File: src/rtl/bus_rtc_pkg.sv
// Shared register offsets, interrupt source indices and strobe types for
// the bus RTC. Assumes byte offsets on an 8-bit address bus.
package bus_rtc_pkg;

    localparam int ADDR_W  = 8;
    localparam int DATA_W  = 32;
    localparam int NUM_SRC = 5;

    // Interrupt source bit positions (status and enable share them)
    localparam int SRC_SEC_A = 0;
    localparam int SRC_SEC_B = 1;
    localparam int SRC_MS    = 2;
    localparam int SRC_CD_S  = 3;
    localparam int SRC_CD_MS = 4;

    // Register byte offsets
    localparam logic [ADDR_W-1:0] OFF_BUSY  = 8'h04;
    localparam logic [ADDR_W-1:0] OFF_SEC   = 8'h08;
    localparam logic [ADDR_W-1:0] OFF_CAPT  = 8'h0C;
    localparam logic [ADDR_W-1:0] OFF_MS    = 8'h10;
    localparam logic [ADDR_W-1:0] OFF_ALA   = 8'h14;
    localparam logic [ADDR_W-1:0] OFF_ALB   = 8'h18;
    localparam logic [ADDR_W-1:0] OFF_ALMS  = 8'h1C;
    localparam logic [ADDR_W-1:0] OFF_CDS   = 8'h20;
    localparam logic [ADDR_W-1:0] OFF_CDMS  = 8'h24;
    localparam logic [ADDR_W-1:0] OFF_EN    = 8'h28;
    localparam logic [ADDR_W-1:0] OFF_STAT  = 8'h2C;

    // Write strobes aimed at the alarm/countdown unit
    typedef struct packed {
        logic ala;
        logic alb;
        logic alms;
        logic cds;
        logic cdms;
    } alarm_wr_t;

endpackage

File: src/rtl/bus_rtc_timebase.sv
// Time base: fractional accumulator -> milliseconds -> seconds, plus the
// periodic publish window with its busy flag.
// Assumes tick_en is already synchronous to clk, lasts one cycle, and that
// ticks are further apart than COPY_CYC cycles. MS_PER_SEC <= TICK_HZ.
module bus_rtc_timebase #(
    parameter int TICK_HZ    = 32768,
    parameter int MS_PER_SEC = 1000,
    parameter int COPY_TICKS = 8,
    parameter int COPY_CYC   = 4,
    parameter int MS_W       = 10,
    parameter int ACC_W      = 17
) (
    input  logic            clk,
    input  logic            rst_n,
    input  logic            tick_en,
    input  logic            sec_load,
    input  logic [31:0]     sec_load_val,
    output logic            busy,
    output logic [31:0]     live_sec,
    output logic [MS_W-1:0] live_ms,
    output logic            sec_evt,
    output logic            ms_evt,
    output logic [31:0]     pub_sec,
    output logic [MS_W-1:0] pub_ms
);

    localparam int PH_W = (COPY_TICKS > 1) ? $clog2(COPY_TICKS) : 1;
    localparam int BC_W = $clog2(COPY_CYC) + 1;

    logic [ACC_W-1:0] acc;
    logic [ACC_W-1:0] acc_sum;
    logic             ms_due;
    logic             ms_wrap;
    logic [PH_W-1:0]  phase;
    logic             copy_start;
    logic [BC_W-1:0]  bcnt;

    // Next accumulator value and whether a millisecond step is owed
    always_comb begin
        acc_sum = acc + ACC_W'(MS_PER_SEC);
        ms_due  = (acc_sum >= ACC_W'(TICK_HZ));
        ms_wrap = (live_ms == MS_W'(MS_PER_SEC - 1));
    end

    // Live counters: a seconds load wins over a tick
    always_ff @(posedge clk) begin
        if (!rst_n) begin
            acc      <= '0;
            live_ms  <= '0;
            live_sec <= '0;
        end else if (sec_load) begin
            acc      <= '0;
            live_ms  <= '0;
            live_sec <= sec_load_val;
        end else if (tick_en) begin
            acc <= ms_due ? (acc_sum - ACC_W'(TICK_HZ)) : acc_sum;
            if (ms_due) begin
                live_ms <= ms_wrap ? '0 : live_ms + 1'b1;
                if (ms_wrap) begin
                    live_sec <= live_sec + 32'd1;
                end
            end
        end
    end

    // Step events, aligned with the counter values they produced
    always_ff @(posedge clk) begin
        if (!rst_n) begin
            sec_evt <= 1'b0;
            ms_evt  <= 1'b0;
        end else begin
            sec_evt <= !sec_load && tick_en && ms_due && ms_wrap;
            ms_evt  <= !sec_load && tick_en && ms_due;
        end
    end

    // Tick phase within one publish period
    always_ff @(posedge clk) begin
        if (!rst_n) begin
            phase <= '0;
        end else if (tick_en) begin
            phase <= (phase == PH_W'(COPY_TICKS - 1)) ? '0 : phase + 1'b1;
        end
    end

    assign copy_start = tick_en && (phase == PH_W'(COPY_TICKS - 1));

    // Busy window of COPY_CYC cycles opened by the last tick of a period
    always_ff @(posedge clk) begin
        if (!rst_n) begin
            busy <= 1'b0;
            bcnt <= '0;
        end else if (!busy && copy_start) begin
            busy <= 1'b1;
            bcnt <= BC_W'(COPY_CYC - 1);
        end else if (busy) begin
            if (bcnt == '0) begin
                busy <= 1'b0;
            end else begin
                bcnt <= bcnt - 1'b1;
            end
        end
    end

    // Published copy: refreshed as the window closes, or by a seconds load
    always_ff @(posedge clk) begin
        if (!rst_n) begin
            pub_sec <= '0;
            pub_ms  <= '0;
        end else if (sec_load) begin
            pub_sec <= sec_load_val;
            pub_ms  <= '0;
        end else if (busy && (bcnt == '0)) begin
            pub_sec <= live_sec;
            pub_ms  <= live_ms;
        end
    end

endmodule

File: src/rtl/bus_rtc_alarms.sv
// Alarm and countdown unit: holds the match registers and the two one-shot
// countdowns, and produces one fire pulse per interrupt source.
// Assumes sec_evt/ms_evt are high in the cycle right after the counters
// stepped, so live_sec/live_ms already show the new values.
module bus_rtc_alarms
    import bus_rtc_pkg::*;
#(
    parameter int MS_W = 10,
    parameter int CD_W = 16
) (
    input  logic               clk,
    input  logic               rst_n,
    input  alarm_wr_t          wr,
    input  logic [31:0]        wdata,
    input  logic               sec_evt,
    input  logic               ms_evt,
    input  logic [31:0]        live_sec,
    input  logic [MS_W-1:0]    live_ms,
    output logic [31:0]        ala,
    output logic [31:0]        alb,
    output logic [MS_W-1:0]    alms,
    output logic [CD_W-1:0]    cd_sec,
    output logic [CD_W-1:0]    cd_ms,
    output logic [NUM_SRC-1:0] fire
);

    // Match registers, written only through accepted strobes
    always_ff @(posedge clk) begin
        if (!rst_n) begin
            ala  <= '0;
            alb  <= '0;
            alms <= '0;
        end else begin
            if (wr.ala)  ala  <= wdata;
            if (wr.alb)  alb  <= wdata;
            if (wr.alms) alms <= wdata[MS_W-1:0];
        end
    end

    // Seconds countdown: load, then count down to zero and stop
    always_ff @(posedge clk) begin
        if (!rst_n) begin
            cd_sec <= '0;
        end else if (wr.cds) begin
            cd_sec <= wdata[CD_W-1:0];
        end else if (sec_evt && (cd_sec != '0)) begin
            cd_sec <= cd_sec - 1'b1;
        end
    end

    // Milliseconds countdown: load, then count down to zero and stop
    always_ff @(posedge clk) begin
        if (!rst_n) begin
            cd_ms <= '0;
        end else if (wr.cdms) begin
            cd_ms <= wdata[CD_W-1:0];
        end else if (ms_evt && (cd_ms != '0)) begin
            cd_ms <= cd_ms - 1'b1;
        end
    end

    // Fire pulses; a zero alarm register never matches
    always_comb begin
        fire            = '0;
        fire[SRC_SEC_A] = sec_evt && (ala != '0) && (live_sec == ala);
        fire[SRC_SEC_B] = sec_evt && (alb != '0) && (live_sec == alb);
        fire[SRC_MS]    = ms_evt && (alms != '0) && (live_ms == alms);
        fire[SRC_CD_S]  = sec_evt && !wr.cds && (cd_sec == CD_W'(1));
        fire[SRC_CD_MS] = ms_evt && !wr.cdms && (cd_ms == CD_W'(1));
    end

endmodule

File: src/rtl/bus_rtc_status.sv
// Interrupt status (sticky, write-1-to-clear), enable register and the
// level interrupt output. A fire pulse wins over a clear in the same cycle.
module bus_rtc_status #(
    parameter int NSRC = 5
) (
    input  logic            clk,
    input  logic            rst_n,
    input  logic [NSRC-1:0] fire,
    input  logic            en_wr,
    input  logic            stat_wr,
    input  logic [NSRC-1:0] wdata,
    output logic [NSRC-1:0] en,
    output logic [NSRC-1:0] status,
    output logic            irq
);

    // Enable register
    always_ff @(posedge clk) begin
        if (!rst_n) begin
            en <= '0;
        end else if (en_wr) begin
            en <= wdata;
        end
    end

    // One sticky status flop per source
    for (genvar i = 0; i < NSRC; i++) begin : g_stat
        always_ff @(posedge clk) begin
            if (!rst_n) begin
                status[i] <= 1'b0;
            end else if (fire[i]) begin
                status[i] <= 1'b1;
            end else if (stat_wr && wdata[i]) begin
                status[i] <= 1'b0;
            end
        end
    end

    // Level interrupt from enabled pending sources
    assign irq = |(status & en);

endmodule

File: src/rtl/bus_rtc.sv
// Bus RTC top: register decode, write gating by busy, seconds capture on a
// milliseconds read, and the registered read mux.
// Assumes at most one of bus_rd/bus_wr per cycle and a tick_en synchronous to clk.
module bus_rtc
    import bus_rtc_pkg::*;
#(
    parameter int TICK_HZ    = 32768,
    parameter int MS_PER_SEC = 1000,
    parameter int COPY_TICKS = 8,
    parameter int COPY_CYC   = 4,
    parameter int CD_W       = 16
) (
    input  logic              clk,
    input  logic              rst_n,
    input  logic              tick_en,
    input  logic              bus_rd,
    input  logic              bus_wr,
    input  logic [ADDR_W-1:0] bus_addr,
    input  logic [DATA_W-1:0] bus_wdata,
    output logic [DATA_W-1:0] bus_rdata,
    output logic              irq
);

    localparam int MS_W  = $clog2(MS_PER_SEC);
    localparam int ACC_W = $clog2(TICK_HZ + MS_PER_SEC) + 1;

    logic               busy;
    logic               wr_ok;
    logic               sec_wr;
    logic               en_wr;
    logic               stat_wr;
    alarm_wr_t          al_wr;
    logic [31:0]        live_sec;
    logic [MS_W-1:0]    live_ms;
    logic               sec_evt;
    logic               ms_evt;
    logic [31:0]        pub_sec;
    logic [MS_W-1:0]    pub_ms;
    logic [31:0]        shadow_sec;
    logic [31:0]        ala;
    logic [31:0]        alb;
    logic [MS_W-1:0]    alms;
    logic [CD_W-1:0]    cd_sec;
    logic [CD_W-1:0]    cd_ms;
    logic [NUM_SRC-1:0] fire;
    logic [NUM_SRC-1:0] mask;
    logic [NUM_SRC-1:0] status;
    logic [DATA_W-1:0]  rd_mux;

    assign wr_ok = bus_wr && !busy;

    // Write decode, gated off while the publish window is open
    always_comb begin
        sec_wr  = 1'b0;
        en_wr   = 1'b0;
        stat_wr = 1'b0;
        al_wr   = '0;
        if (wr_ok) begin
            case (bus_addr)
                OFF_SEC:  sec_wr     = 1'b1;
                OFF_ALA:  al_wr.ala  = 1'b1;
                OFF_ALB:  al_wr.alb  = 1'b1;
                OFF_ALMS: al_wr.alms = 1'b1;
                OFF_CDS:  al_wr.cds  = 1'b1;
                OFF_CDMS: al_wr.cdms = 1'b1;
                OFF_EN:   en_wr      = 1'b1;
                OFF_STAT: stat_wr    = 1'b1;
                default:  ;
            endcase
        end
    end

    bus_rtc_timebase #(
        .TICK_HZ    (TICK_HZ),
        .MS_PER_SEC (MS_PER_SEC),
        .COPY_TICKS (COPY_TICKS),
        .COPY_CYC   (COPY_CYC),
        .MS_W       (MS_W),
        .ACC_W      (ACC_W)
    ) u_timebase (
        .clk          (clk),
        .rst_n        (rst_n),
        .tick_en      (tick_en),
        .sec_load     (sec_wr),
        .sec_load_val (bus_wdata),
        .busy         (busy),
        .live_sec     (live_sec),
        .live_ms      (live_ms),
        .sec_evt      (sec_evt),
        .ms_evt       (ms_evt),
        .pub_sec      (pub_sec),
        .pub_ms       (pub_ms)
    );

    bus_rtc_alarms #(
        .MS_W (MS_W),
        .CD_W (CD_W)
    ) u_alarms (
        .clk      (clk),
        .rst_n    (rst_n),
        .wr       (al_wr),
        .wdata    (bus_wdata),
        .sec_evt  (sec_evt),
        .ms_evt   (ms_evt),
        .live_sec (live_sec),
        .live_ms  (live_ms),
        .ala      (ala),
        .alb      (alb),
        .alms     (alms),
        .cd_sec   (cd_sec),
        .cd_ms    (cd_ms),
        .fire     (fire)
    );

    bus_rtc_status #(
        .NSRC (NUM_SRC)
    ) u_status (
        .clk     (clk),
        .rst_n   (rst_n),
        .fire    (fire),
        .en_wr   (en_wr),
        .stat_wr (stat_wr),
        .wdata   (bus_wdata[NUM_SRC-1:0]),
        .en      (mask),
        .status  (status),
        .irq     (irq)
    );

    // Seconds capture taken by every milliseconds read
    always_ff @(posedge clk) begin
        if (!rst_n) begin
            shadow_sec <= '0;
        end else if (bus_rd && (bus_addr == OFF_MS)) begin
            shadow_sec <= pub_sec;
        end
    end

    // Read data selection
    always_comb begin
        case (bus_addr)
            OFF_BUSY: rd_mux = {{(DATA_W-1){1'b0}}, busy};
            OFF_SEC:  rd_mux = pub_sec;
            OFF_CAPT: rd_mux = shadow_sec;
            OFF_MS:   rd_mux = {{(DATA_W-MS_W){1'b0}}, pub_ms};
            OFF_ALA:  rd_mux = ala;
            OFF_ALB:  rd_mux = alb;
            OFF_ALMS: rd_mux = {{(DATA_W-MS_W){1'b0}}, alms};
            OFF_CDS:  rd_mux = {{(DATA_W-CD_W){1'b0}}, cd_sec};
            OFF_CDMS: rd_mux = {{(DATA_W-CD_W){1'b0}}, cd_ms};
            OFF_EN:   rd_mux = {{(DATA_W-NUM_SRC){1'b0}}, mask};
            OFF_STAT: rd_mux = {{(DATA_W-NUM_SRC){1'b0}}, status};
            default:  rd_mux = '0;
        endcase
    end

    // Registered read port
    always_ff @(posedge clk) begin
        if (!rst_n) begin
            bus_rdata <= '0;
        end else if (bus_rd) begin
            bus_rdata <= rd_mux;
        end
    end

endmodule

File: config.mk
export PLATFORM = sky130hd
export DESIGN_NAME = bus_rtc
export DESIGN_NICKNAME = d
export VERILOG_FILES = /design/src/rtl/bus_rtc_pkg.sv /design/src/rtl/bus_rtc_timebase.sv /design/src/rtl/bus_rtc_alarms.sv /design/src/rtl/bus_rtc_status.sv /design/src/rtl/bus_rtc.sv
export SDC_FILE = /design/constraint.sdc
export NUM_CORES = 1
export LEC_CHECK = 0
export ABC_AREA = 1
export ABC_CLOCK_PERIOD_IN_PS = 4600
export BUFFER_PORTS_ARGS = -buffer_cell sky130_fd_sc_hd__buf_4
export CAP_MARGIN = 20
export CORE_MARGIN = 2
export CORE_UTILIZATION = 50
export DETAILED_ROUTE_END_ITERATION = 16
export GPL_TIMING_DRIVEN = 0
export PLACE_DENSITY = 0.67
export REMOVE_ABC_BUFFERS = 1
export SLEW_MARGIN = 5
export SYNTH_ARGS = -nofsm -noshare
export SYNTH_HDL_FRONTEND = slang
export SYNTH_SLANG_ARGS = --single-unit
File: constraint.sdc
create_clock -name clk -period 4.6 [get_ports clk]
set_input_delay 0.46 -clock clk [delete_from_list [all_inputs] [get_ports clk]]
set_output_delay 0.46 -clock clk [all_outputs]
set_load 0.05 [all_outputs]
# Word level (Yosys, flattened, before mapping)
# Cells that the tools add are included.
[word_totals]
out_inout_bits = 33
inputBits = 45
register_bits = 290
[classes]
magnitude_cmp = 1
reduce_logical = 54
n_mux = 42
add_sub_neg = 8
eq_ne = 19
bitwise_logic = 3
[ops]
columns = ["op", "n"]
rows = [
  ["case mux 32 bit (11 select lines)", 1],
  ["2-to-1 mux 32 bit", 6],
  ["== test 32 bit", 2],
  ["2-to-1 mux 16 bit", 4],
  ["nonzero test 32 bit", 2],
  ["adder 32 x 1 -> 32 bit, second input constant", 1],
  ["== test 16 x 1 -> 1 bit, second input constant", 2],
  ["== test 8 x 5 -> 1 bit, second input constant", 4],
  ["== test 8 x 6 -> 1 bit, second input constant", 4],
  ["nonzero test 16 bit", 2],
  ["subtractor 16 x 1 -> 16 bit, second input constant", 2],
  ["logical AND 1 bit", 25],
  ["2-to-1 mux 1 bit", 24],
  ["nonzero test 2 bit", 12],
  ["adder 17 x 10 -> 17 bit, second input constant", 1],
  ["greater-or-equal comparator 17 x 16 -> 1 bit, second input constant", 1],
  ["2-to-1 mux 17 bit", 1],
  ["subtractor 17 x 16 -> 17 bit, second input constant", 1],
  ["== test 8 x 4 -> 1 bit, second input constant", 2],
  ["adder 10 x 1 -> 10 bit, second input constant", 1],
  ["== test 10 bit", 1],
  ["== test 10 bit, second input constant", 1],
  ["2-to-1 mux 10 bit", 1],
  ["nonzero test 10 bit", 1],
  ["16 further kinds", 25],
]

# Logic depth before layout (Yosys ltp)
# Gate-level depths: netlist of the first run.
[depth]
ltp_word = 7
depth_mapped = 21
mapped_depth_nobuf = 21

# By module
# A second synthesis of the first run with hierarchy kept.
[unflattened]
cells_unflattened = 2618
hier_area_um2 = 16504.6
[by_module_without_submodules]
columns = ["module", "cells_per_inst", "area_each_um2", "n_inst", "seq_area_each_um2"]
rows = [
  ["bus_rtc_alarms", 964, 6157.2, 1, 2122.0],
  ["bus_rtc_timebase", 930, 5988.2, 1, 2142.1],
  ["bus_rtc", 666, 3966.3, 1, 1281.2],
  ["bus_rtc_status", 58, 392.9, 1, 200.2],
]

# Worst setup path after synthesis of the first run
# No wires, ideal clock.
[synth_timing]
kind = "register to register"
startpoint = "register u_timebase.acc[3]"
endpoint = "register u_timebase.live_sec[26]"
required_ps = 4468
setup_time_ps = 132
t_arrival_ps = 2239
n_path_buf = 1
stages_incl_launch_ff = 21
setup_slack_ps = 2228
cell_sequence = "dfxtp_1 > nand2_1 > nand2_2 > inv_2 > nand2_1 > nand3_1 > nor2_1 > xnor2_1 > ha_1 > nand2_1 > nor2_1 > nand2_1 > nor2_1 > nand2_1 > nor2_2 > nand2_4 > nand3_4 > nand3_4 > buf_6 > nand2_1 > a21oi_1"
[synth_via]
elab_chain_len = 4
[synth_rtl]
columns = ["element", "line", "text"]
rows = [
  ["start: declaration", "bus_rtc_timebase.sv:30", "logic [ACC_W-1:0] acc;"],
  ["start signal: assignment", "bus_rtc_timebase.sv:56", "acc <= ms_due ? (acc_sum - ACC_W'(TICK_HZ)) : acc_sum;"],
  ["adder 17 x 10 -> 17 bit", "bus_rtc_timebase.sv:40", "acc_sum = acc + ACC_W'(MS_PER_SEC);"],
  ["greater-or-equal comparator 17 x 16 -> 1 bit", "bus_rtc_timebase.sv:41", "ms_due = (acc_sum >= ACC_W'(TICK_HZ));"],
  ["nonzero test 2 bit (no line)", "--", ""],
  ["AND reduction 3 bit (no line)", "--", ""],
  ["end signal: assignment", "bus_rtc_timebase.sv:54", "live_sec <= sec_load_val;"],
  ["end signal: assignment", "bus_rtc_timebase.sv:60", "live_sec <= live_sec + 32'd1;"],
  ["end: declaration", "bus_rtc_timebase.sv:19", "output logic [31:0] live_sec,"],
]
# No other way between the ends.
# A chain may end at the register's enable or synchronous reset.

# Worst setup path after layout of the first run
[layout_timing]
startpoint = "register u_timebase.busy"
endpoint = "register u_timebase.acc[13]"
[layout_via]
elab_chain_len = 4
[layout_rtl]
columns = ["element", "line", "text"]
rows = [
  ["start: declaration", "bus_rtc_timebase.sv:18", "output logic busy,"],
  ["start signal: assignment", "bus_rtc_timebase.sv:91", "busy <= 1'b0;"],
  ["start signal: assignment", "bus_rtc_timebase.sv:94", "busy <= 1'b1;"],
  ["start signal: assignment", "bus_rtc_timebase.sv:98", "busy <= 1'b0;"],
  ["logical NOT 1 bit", "bus_rtc.sv:50", "assign wr_ok = bus_wr && !busy;"],
  ["logical AND 1 bit", "bus_rtc.sv:50", ""],
  ["2-to-1 mux 1 bit", "bus_rtc.sv:58", "if (wr_ok) begin"],
  ["OR reduction 2 bit (no line)", "--", ""],
]
# No other way between the ends.

==> metrics, run 1 <==
reg2reg start u_timebase.busy; Post-synth EDFFs 0; DRT Pass-1 Iters 5; average size of a mapped cell ~6.7 um^2; Starting DRT DRC Count about 1.9k; commonest non-fill, non-tap cell in the layout nand2_1; stages on the worst setup path 12; Post-Layout Cell Count 2679; hold_buf cts 0; initial antenna violation count 0; WL per Instance roughly 21 um; post-CTS setup buffer count 0; most frequent cells in the layout 538 x nand2_1, 287 x dfxtp_1, 238 x a21oi_1, 234 x inv_1, 214 x o21ai_0; crit path max fanout 56; CTS tree yes; Worst path most repeated cell inv_1; multi-input logic area approximately 8000 um^2; dpl cell area 16000 um^2; crit end category register; total track usage 35.3%; top_reg_cell synth dfxtp_1; Routed Antenna Nets 0; FFs w/ async S/R, synth 0%; fmax around 0.27 GHz; worst min path class input pin to register; Placer Congestion between 0.9 and 1; fin nets 2327; startpoint types register; first-pass GRT wire length ~86000 um; register area 5750 um^2; Slew Viols, Final 0; Crit path max-delay family buffers and inverters; Die Wd around 180 um; status complete, no violations; final hold slack about 190 ps; Starting Density between 50% and 60%; total grt overflow 0; Top-Level Pins 78; max cap viols 0; Seq/Total Area, Yosys 37.7%; crit path max-delay cell type inv_1; fin crit period approximately 3800 ps; r2r worst-path depth 12; diodes inserted 0; H-tree levels 1; setup ws final 848 ps; post-synthesis cell count between 2k and 2.5k; final instance area roughly 17000 um^2; crit path launch u_timebase.busy; Layout Skew 13.3 ps; Worst-Margin Slew 952 ps; Place WS 330 ps; Num Clock Sinks between 200 and 300; Synth warnings 0; HPWL after DPL about 41000 um; leakage power approximately 6.6 nW; largest net degree at the start of global routing approximately 110; Max transition margin between 30% and 40%; worst path bufs/invs 7; FP Rows 63; endpoint of the worst register-to-register path u_timebase.acc[13]; detailed-route wire length 56600 um; Area Overhead vs Synth 11.4%; Num CTS Buffers 31; WP data required 5060 ps; total number of vias 16.0k; final setup fails 0; WP data arrival between 4000 and 5000 ps; Core ar. 29900 um^2; post-route DRC violation count 0; largest stage delay on the critical path 630 ps; layout cell share with drive strength beyond 1 between 7 and 8%; Yosys cell types between 40 and 50; RSZ-0062 raised after global routing false; setup TNS 0 ps; worst-path cell chain inv_2, nand2_1, inv_1, nand2_4, buf_16, inv_2, nor2_2, inv_1, buf_8, a21oi_1, o21ai_0, inv_1; vias in the first global route between 10k and 15k; Port Buffers between 70 and 80; worst skew pair latency 570 ps; Fill cells 2960; Die Ht ~180 um; Max clock buf depth 3; Power Dens Cells about 330 nW/um^2; ratio of final minimum period to clock period 81.6%; Post-Syn Area 15300 um^2; Yosys reg bits 287; clock root cell clkbuf_16; post-CTS sizing 0; Clock transition at path regs approximately 70 ps; placed insts approximately 2.6k; die area 31900 um^2; vias per cell 5.98; final hold vios 0; Critical Path End u_timebase.acc[13]; Setup CP Type register to register; Peak VDD IR 0.258 mV; R2R setup slack between 800 and 900 ps
-- power breakdown --
group | internal [mW] | switching, mW | leakage (nW)
Combinational | 0.181 | 0.403 | 3.80
Clock | 1.33 | 1.06 | 0.460
Sequential | 2.53 | 0.0388 | 2.32
-- tightest hold or removal path, delay by kind of cell --
kind	cells	cell delay, ps
AOI/OAI and AO/OA	1	60
buffers and inverters	1	120
and+or+nand+nor	1	70
-- cells in the mapped netlist, types with 6 or more instances --
| cell | number | share of area, % |
|---|---|---|
| nand3_1 | 80 | 2.6 |
| inv_1 | 237 | 5.8 |
| a21oi_1 | 238 | 7.8 |
| o211ai_1 | 10 | 0.49 |
| nor3_1 | 39 | 1.3 |
| nand4_1 | 63 | 2.6 |
| o21ai_0 | 214 | 7.0 |
| nor2_1 | 148 | 3.6 |
| inv_2 | 13 | 0.32 |
| nand2_2 | 6 | 0.25 |
| buf_2 | 26 | 0.85 |
| nor2_2 | 6 | 0.25 |
| nor4_1 | 21 | 0.86 |
| dfxtp_1 | 287 | 38 |
| o2111ai_1 | 15 | 0.86 |
| xor2_1 | 39 | 2.2 |
| o22ai_1 | 73 | 3.0 |
| buf_1 | 8 | 0.20 |
| nand2_1 | 543 | 13 |
| a31oi_1 | 39 | 1.6 |
| o21ai_1 | 11 | 0.36 |
| clkbuf_1 | 86 | 2.1 |
| o31ai_1 | 6 | 0.30 |
| xnor2_1 | 10 | 0.57 |
| ha_1 | 14 | 1.1 |
-- layer usage --
layer | global-route usage (%) | wire length [um]
met5 | 0 | 0
met4 | 9.38 | 1490
met3 | 5.49 | 5070
met2 | 55.2 | 25000
met1 | 50.5 | 25000
-- stage by stage --
stage	util [%]	power, mW
finish	56.9	5.53
global route	56.9	5.71
CTS	56.8	5.54
detailed placement	53.7	3.19
global placement	52.8	3.18
floorplan	-	2.98
-- logic make-up (layout without fill, tap and decap cells) --
| logic type | after synthesis | count (layout) | synth area share [%] |
|---|---|---|---|
| fa+ha+maj | 14 | 14 | 1.15 |
| xor+xnor | 49 | 49 | 2.81 |
| buf+inv | 377 | 392 | 9.71 |
| simple gates | 925 | 925 | 26.3 |
| mux | 1 | 1 | 0.0656 |
| flops | 287 | 287 | 37.7 |
| compound gates | 621 | 621 | 22.3 |
-- sequential cells by signal, summed over array words and instances (netlist names), 3 cells and up --
signal / count
bus_rdata: 32
shadow_sec: 32
u_alarms.ala: 32
u_alarms.alb: 32
u_alarms.alms: 10
u_alarms.cd_ms: 16
u_alarms.cd_sec: 16
u_status.en: 5
u_status.status: 5
u_timebase.acc: 14
u_timebase.bcnt: 3
u_timebase.live_ms: 10
u_timebase.live_sec: 32
u_timebase.phase: 3
u_timebase.pub_ms: 10
u_timebase.pub_sec: 32
-- final cells by class --
cell class / count / area share (%)
multi-input combinational: 1610 / 47.4
inverter: 251 / 5.56
clock buffer: 46 / 5.25
timing repair buffer: 87 / 4.81
clock inverter: 8 / 0.265
tap: 390 / 2.87
sequential: 287 / 33.8
-- how the worst min path moves through the flow --
stage / endpoint / cells past startpoint / slack (ps) / startpoint
after floorplan: shadow_sec[3] / 2 / 430 / shadow_sec[3]
after global placement: shadow_sec[3] / 2 / 440 / shadow_sec[3]
after detailed placement: shadow_sec[3] / 2 / 450 / shadow_sec[3]
after CTS: u_alarms.ala[24] / 3 / 170 / bus_wdata[24]
after global routing: u_alarms.ala[24] / 3 / 200 / bus_wdata[24]
final: u_alarms.ala[24] / 3 / 190 / bus_wdata[24]
(Power assumes the default switching activity.)
==> run 2, diff against run 1 <==
Settings changed: ABC_AREA 1 to 0, ABC_CLOCK_PERIOD_IN_PS 4600 to 3540.
Clock period 4.6 ns to 3.54 ns, I/O delays scaled along.
==> run 2 against run 1 <==
  * Clock power rose by 43%
  * Power rose by 29%
  * Cell area fell by 5.8%
  * Setup slack got worse by 650 ps
  * First-iteration DRC count fell by 19%
  * Fmax rose by 12%
  * Core utilization rose by 1.1 points
  * Sequential power rose by 29%
  * Register-to-register slack got worse by 650 ps
  * Largest cell class unchanged
==> metrics, run 2 <==
HPWL after DPL 29700 um (-27%); ratio of final minimum period to clock period 94.5% (+13 points); total number of vias 13.4k (-16%); Die Wd 171 um (-4.2%); Worst-Margin Slew 1110 ps (+156 ps); Port Buffers 77 (unchanged); met3 WL post-DR 3500 um (-31%); Die Ht 171 um (-4.2%); r2r worst-path depth 14 (+2); WP data arrival 3790 ps (-430 ps); fmax 0.299 GHz (+12%); Power Dens Cells 446 nW/um^2 (+37%); crit path launch u_timebase.acc[8]; fin crit period 3350 ps (-406 ps); leakage power 5.76 nW (-12%); worst skew pair latency 560 ps (about the same); commonest non-fill, non-tap cell in the layout nand2_1; most frequent cells in the layout 374 x nand2_1, 285 x dfxtp_1, 181 x a21oi_1, 100 x xor2_1, 91 x nor2_1; Yosys reg bits 287 (unchanged); max cap viols 0 (unchanged); total track usage 29.7% (-5.6 points); status complete, no violations; layout cell share with drive strength beyond 1 9.97% (+2.0 points); uppermost layer routed met4; vias per cell 6.15 (+2.9%); Seq/Total Area, Yosys 41.1% (+3.4 points); FFs w/ async S/R, synth 0% (unchanged); Clock transition at path regs 70 ps (about the same); Fill cells 2581 (-13%); RSZ-0062 raised after global routing false; FP Rows 61 (-3.2%); Worst Hold End u_alarms.ala[24]; Num CTS Buffers 31 (unchanged); worst min path class input pin to register; reg2reg start u_timebase.acc[8]; Peak VDD IR 0.334 mV (+29%); total grt overflow 0 (unchanged); Slew Viols, Final 0 (unchanged); most used standard cell by instance count after synthesis nand2_1; Synth area leaders dfxtp_1 41%, nand2_1 10%, a21oi_1 6.5%; top_reg_cell synth dfxtp_1; Area Overhead vs Synth 14.5%; Placer Congestion 0.936 (-3.5%); Post-synth EDFFs 0 (unchanged); endpoint of the worst register-to-register path u_timebase.live_sec[30]; final hold slack 60.5 ps (-125 ps); clock root cell clkbuf_16; first-pass GRT wire length 68800 um (-20%); Core ar. 27600 um^2 (-7.5%); Tot Pwr 7.14 mW (+29%); post-synthesis cell count 1779 (-22%); Synth warnings 0 (unchanged); Post-Syn Area 14000 um^2 (-8.3%); hold_buf cts 0 (unchanged); diodes inserted 0 (unchanged); Max transition margin 25.1% (-11 points); startpoint types register; Top-Level Pins 78 (unchanged); crit end category register; fin nets 1832 (-21%); register area 5750 um^2 (about the same); post-route DRC violation count 0 (unchanged); WHS Path Cells 3 (unchanged); final hold vios 0 (unchanged); Synth top area share 41.1% (+3.4 points); Max clock buf depth 3 (unchanged); H-tree levels 1 (unchanged); final setup fails 0 (unchanged); multi-input logic area 7730 um^2 (-4.2%); Setup CP Type register to register; WL met2 20100 um (-19%); Starting DRT DRC Count 1510 (-19%); cell taking the most area after synthesis dfxtp_1; Layout Skew 11.4 ps (-1.87 ps); R2R setup slack 190 ps (-650 ps); average size of a mapped cell 7.86 um^2 (+17%); die area 29300 um^2 (-8.1%); min-delay src bus_wdata[24]; detailed-route wire length 44100 um (-22%); crit path max fanout 9 (-84%); Num Clock Sinks 287 (unchanged); Starting Density 50.6% (-0.45 points); vias in the first global route 12.4k (-16%); largest net degree at the start of global routing 93 (-16%); DRT met1 WL 18800 um (-25%); initial antenna violation count 0 (unchanged); Yosys cell types 61 (+39%); Routed Antenna Nets 0 (unchanged); most frequent cells after synthesis 377 x nand2_1, 287 x dfxtp_1, 181 x a21oi_1, 129 x clkbuf_1, 101 x xor2_1; WL per Instance 20.3 um (-3.8%); WP data required 3980 ps (-1080 ps); CTS tree yes; DRT Pass-1 Iters 6 (+1)
## run 2: cell count changes in the layout (fill, tap and decap cells not counted), moves of 39 or more
cell     delta
nand2_1   -164
nor2_1     -55
xor2_1     +61
a21oi_1    -57
o22ai_1    -73
inv_1     -219
o21ai_0   -128
nand4_1    -39
## run 2: cells by family after synthesis
| logic type | count (synthesis) | share of synthesized area (%) |
|---|---|---|
| AO/OA/AOI/OAI | 463 | 20.7 |
| multiplexers | 11 | 0.796 |
| flip-flops | 287 | 41.1 |
| XOR/XNOR | 137 | 8.58 |
| adder cells (fa/ha/maj) | 14 | 1.25 |
| buffers and inverters | 157 | 4.37 |
| AND/OR/NAND/NOR | 710 | 23.2 |
## run 2: per-layer routing
layer	up-vias	GRT usage, %
li1	6328	-
met2	580	48.4
met3	114	3.80
met4	0	11.4
met5	-	0
met1	6357	40.1
## run 2: power by group
part | internal, mW | total [mW] | switching (mW) | leakage [nW]
combinational | 0.139 | 0.416 | 0.277 | 2.93
sequential | 3.27 | 3.32 | 0.0505 | 2.32
clock | 2.07 | 3.40 | 1.34 | 0.510
## run 2: area by class of cell
type	count	area share, %
Clock buffer	51	5.81
Clock inverter	5	0.797
Timing Repair Buffer	102	5.87
Tap cell	378	2.95
Inverter	16	0.406
Sequential cell	287	35.9
Multi-Input combinational cell	1335	48.3
## run 2: worst max-delay path by stage
stage | end | slack (ps) | cells past startpoint
6_report | u_timebase.live_sec[30] | 190 | 14
5_1_grt | u_timebase.live_sec[19] | 20 | 13
4_1_cts | u_timebase.live_sec[19] | 20 | 13
3_5_place_dp | u_timebase.live_sec[31] | -860 | 12
3_3_place_gp | bus_rdata[3] | -3600 | 7
2_1_floorplan | u_timebase.acc[10] | -850 | 4
## run 2: timing repair
| action | CTS | global route |
|---|---|---|
| buffers inserted | 2 | 6 |
| gates resized for setup | 3 | 9 |
| setup endpoints to repair | 38 | 38 |
| pin swaps | 2 | 5 |
| cloned | 0 | 0 |
## run 2: metrics by stage
| step | cells | TNS, ps | instance area [um^2] | worst slack, ps | util, % |
|---|---|---|---|---|---|
| global route | 2174 | 0 | 16000 | 21.1 | 58.0 |
| global placement | 2093 | -467830 | 14500 | -3600 | 52.4 |
| floorplan | 1638 | -48910 | 13400 | -852 | - |
| CTS | 2168 | 0 | 15900 | 19.8 | 57.6 |
| finish | 2174 | 0 | 16000 | 194 | 58.0 |
| detailed placement | 2110 | -15730 | 14800 | -865 | 53.7 |
## run 2: worst max-delay path, stage by stage, from the launching register on
cell and delay (ps):
dfxtp_1 370, nor4_4 520, nand2_2 150, nand2_1 130, xnor2_1 160, ha_1 230, nand2_1 80, nor3_2 130
o221ai_2 150, buf_4 170, a211oi_4 250, nand3_4 200, buf_4 200, o211a_1 210, o31a_1 270
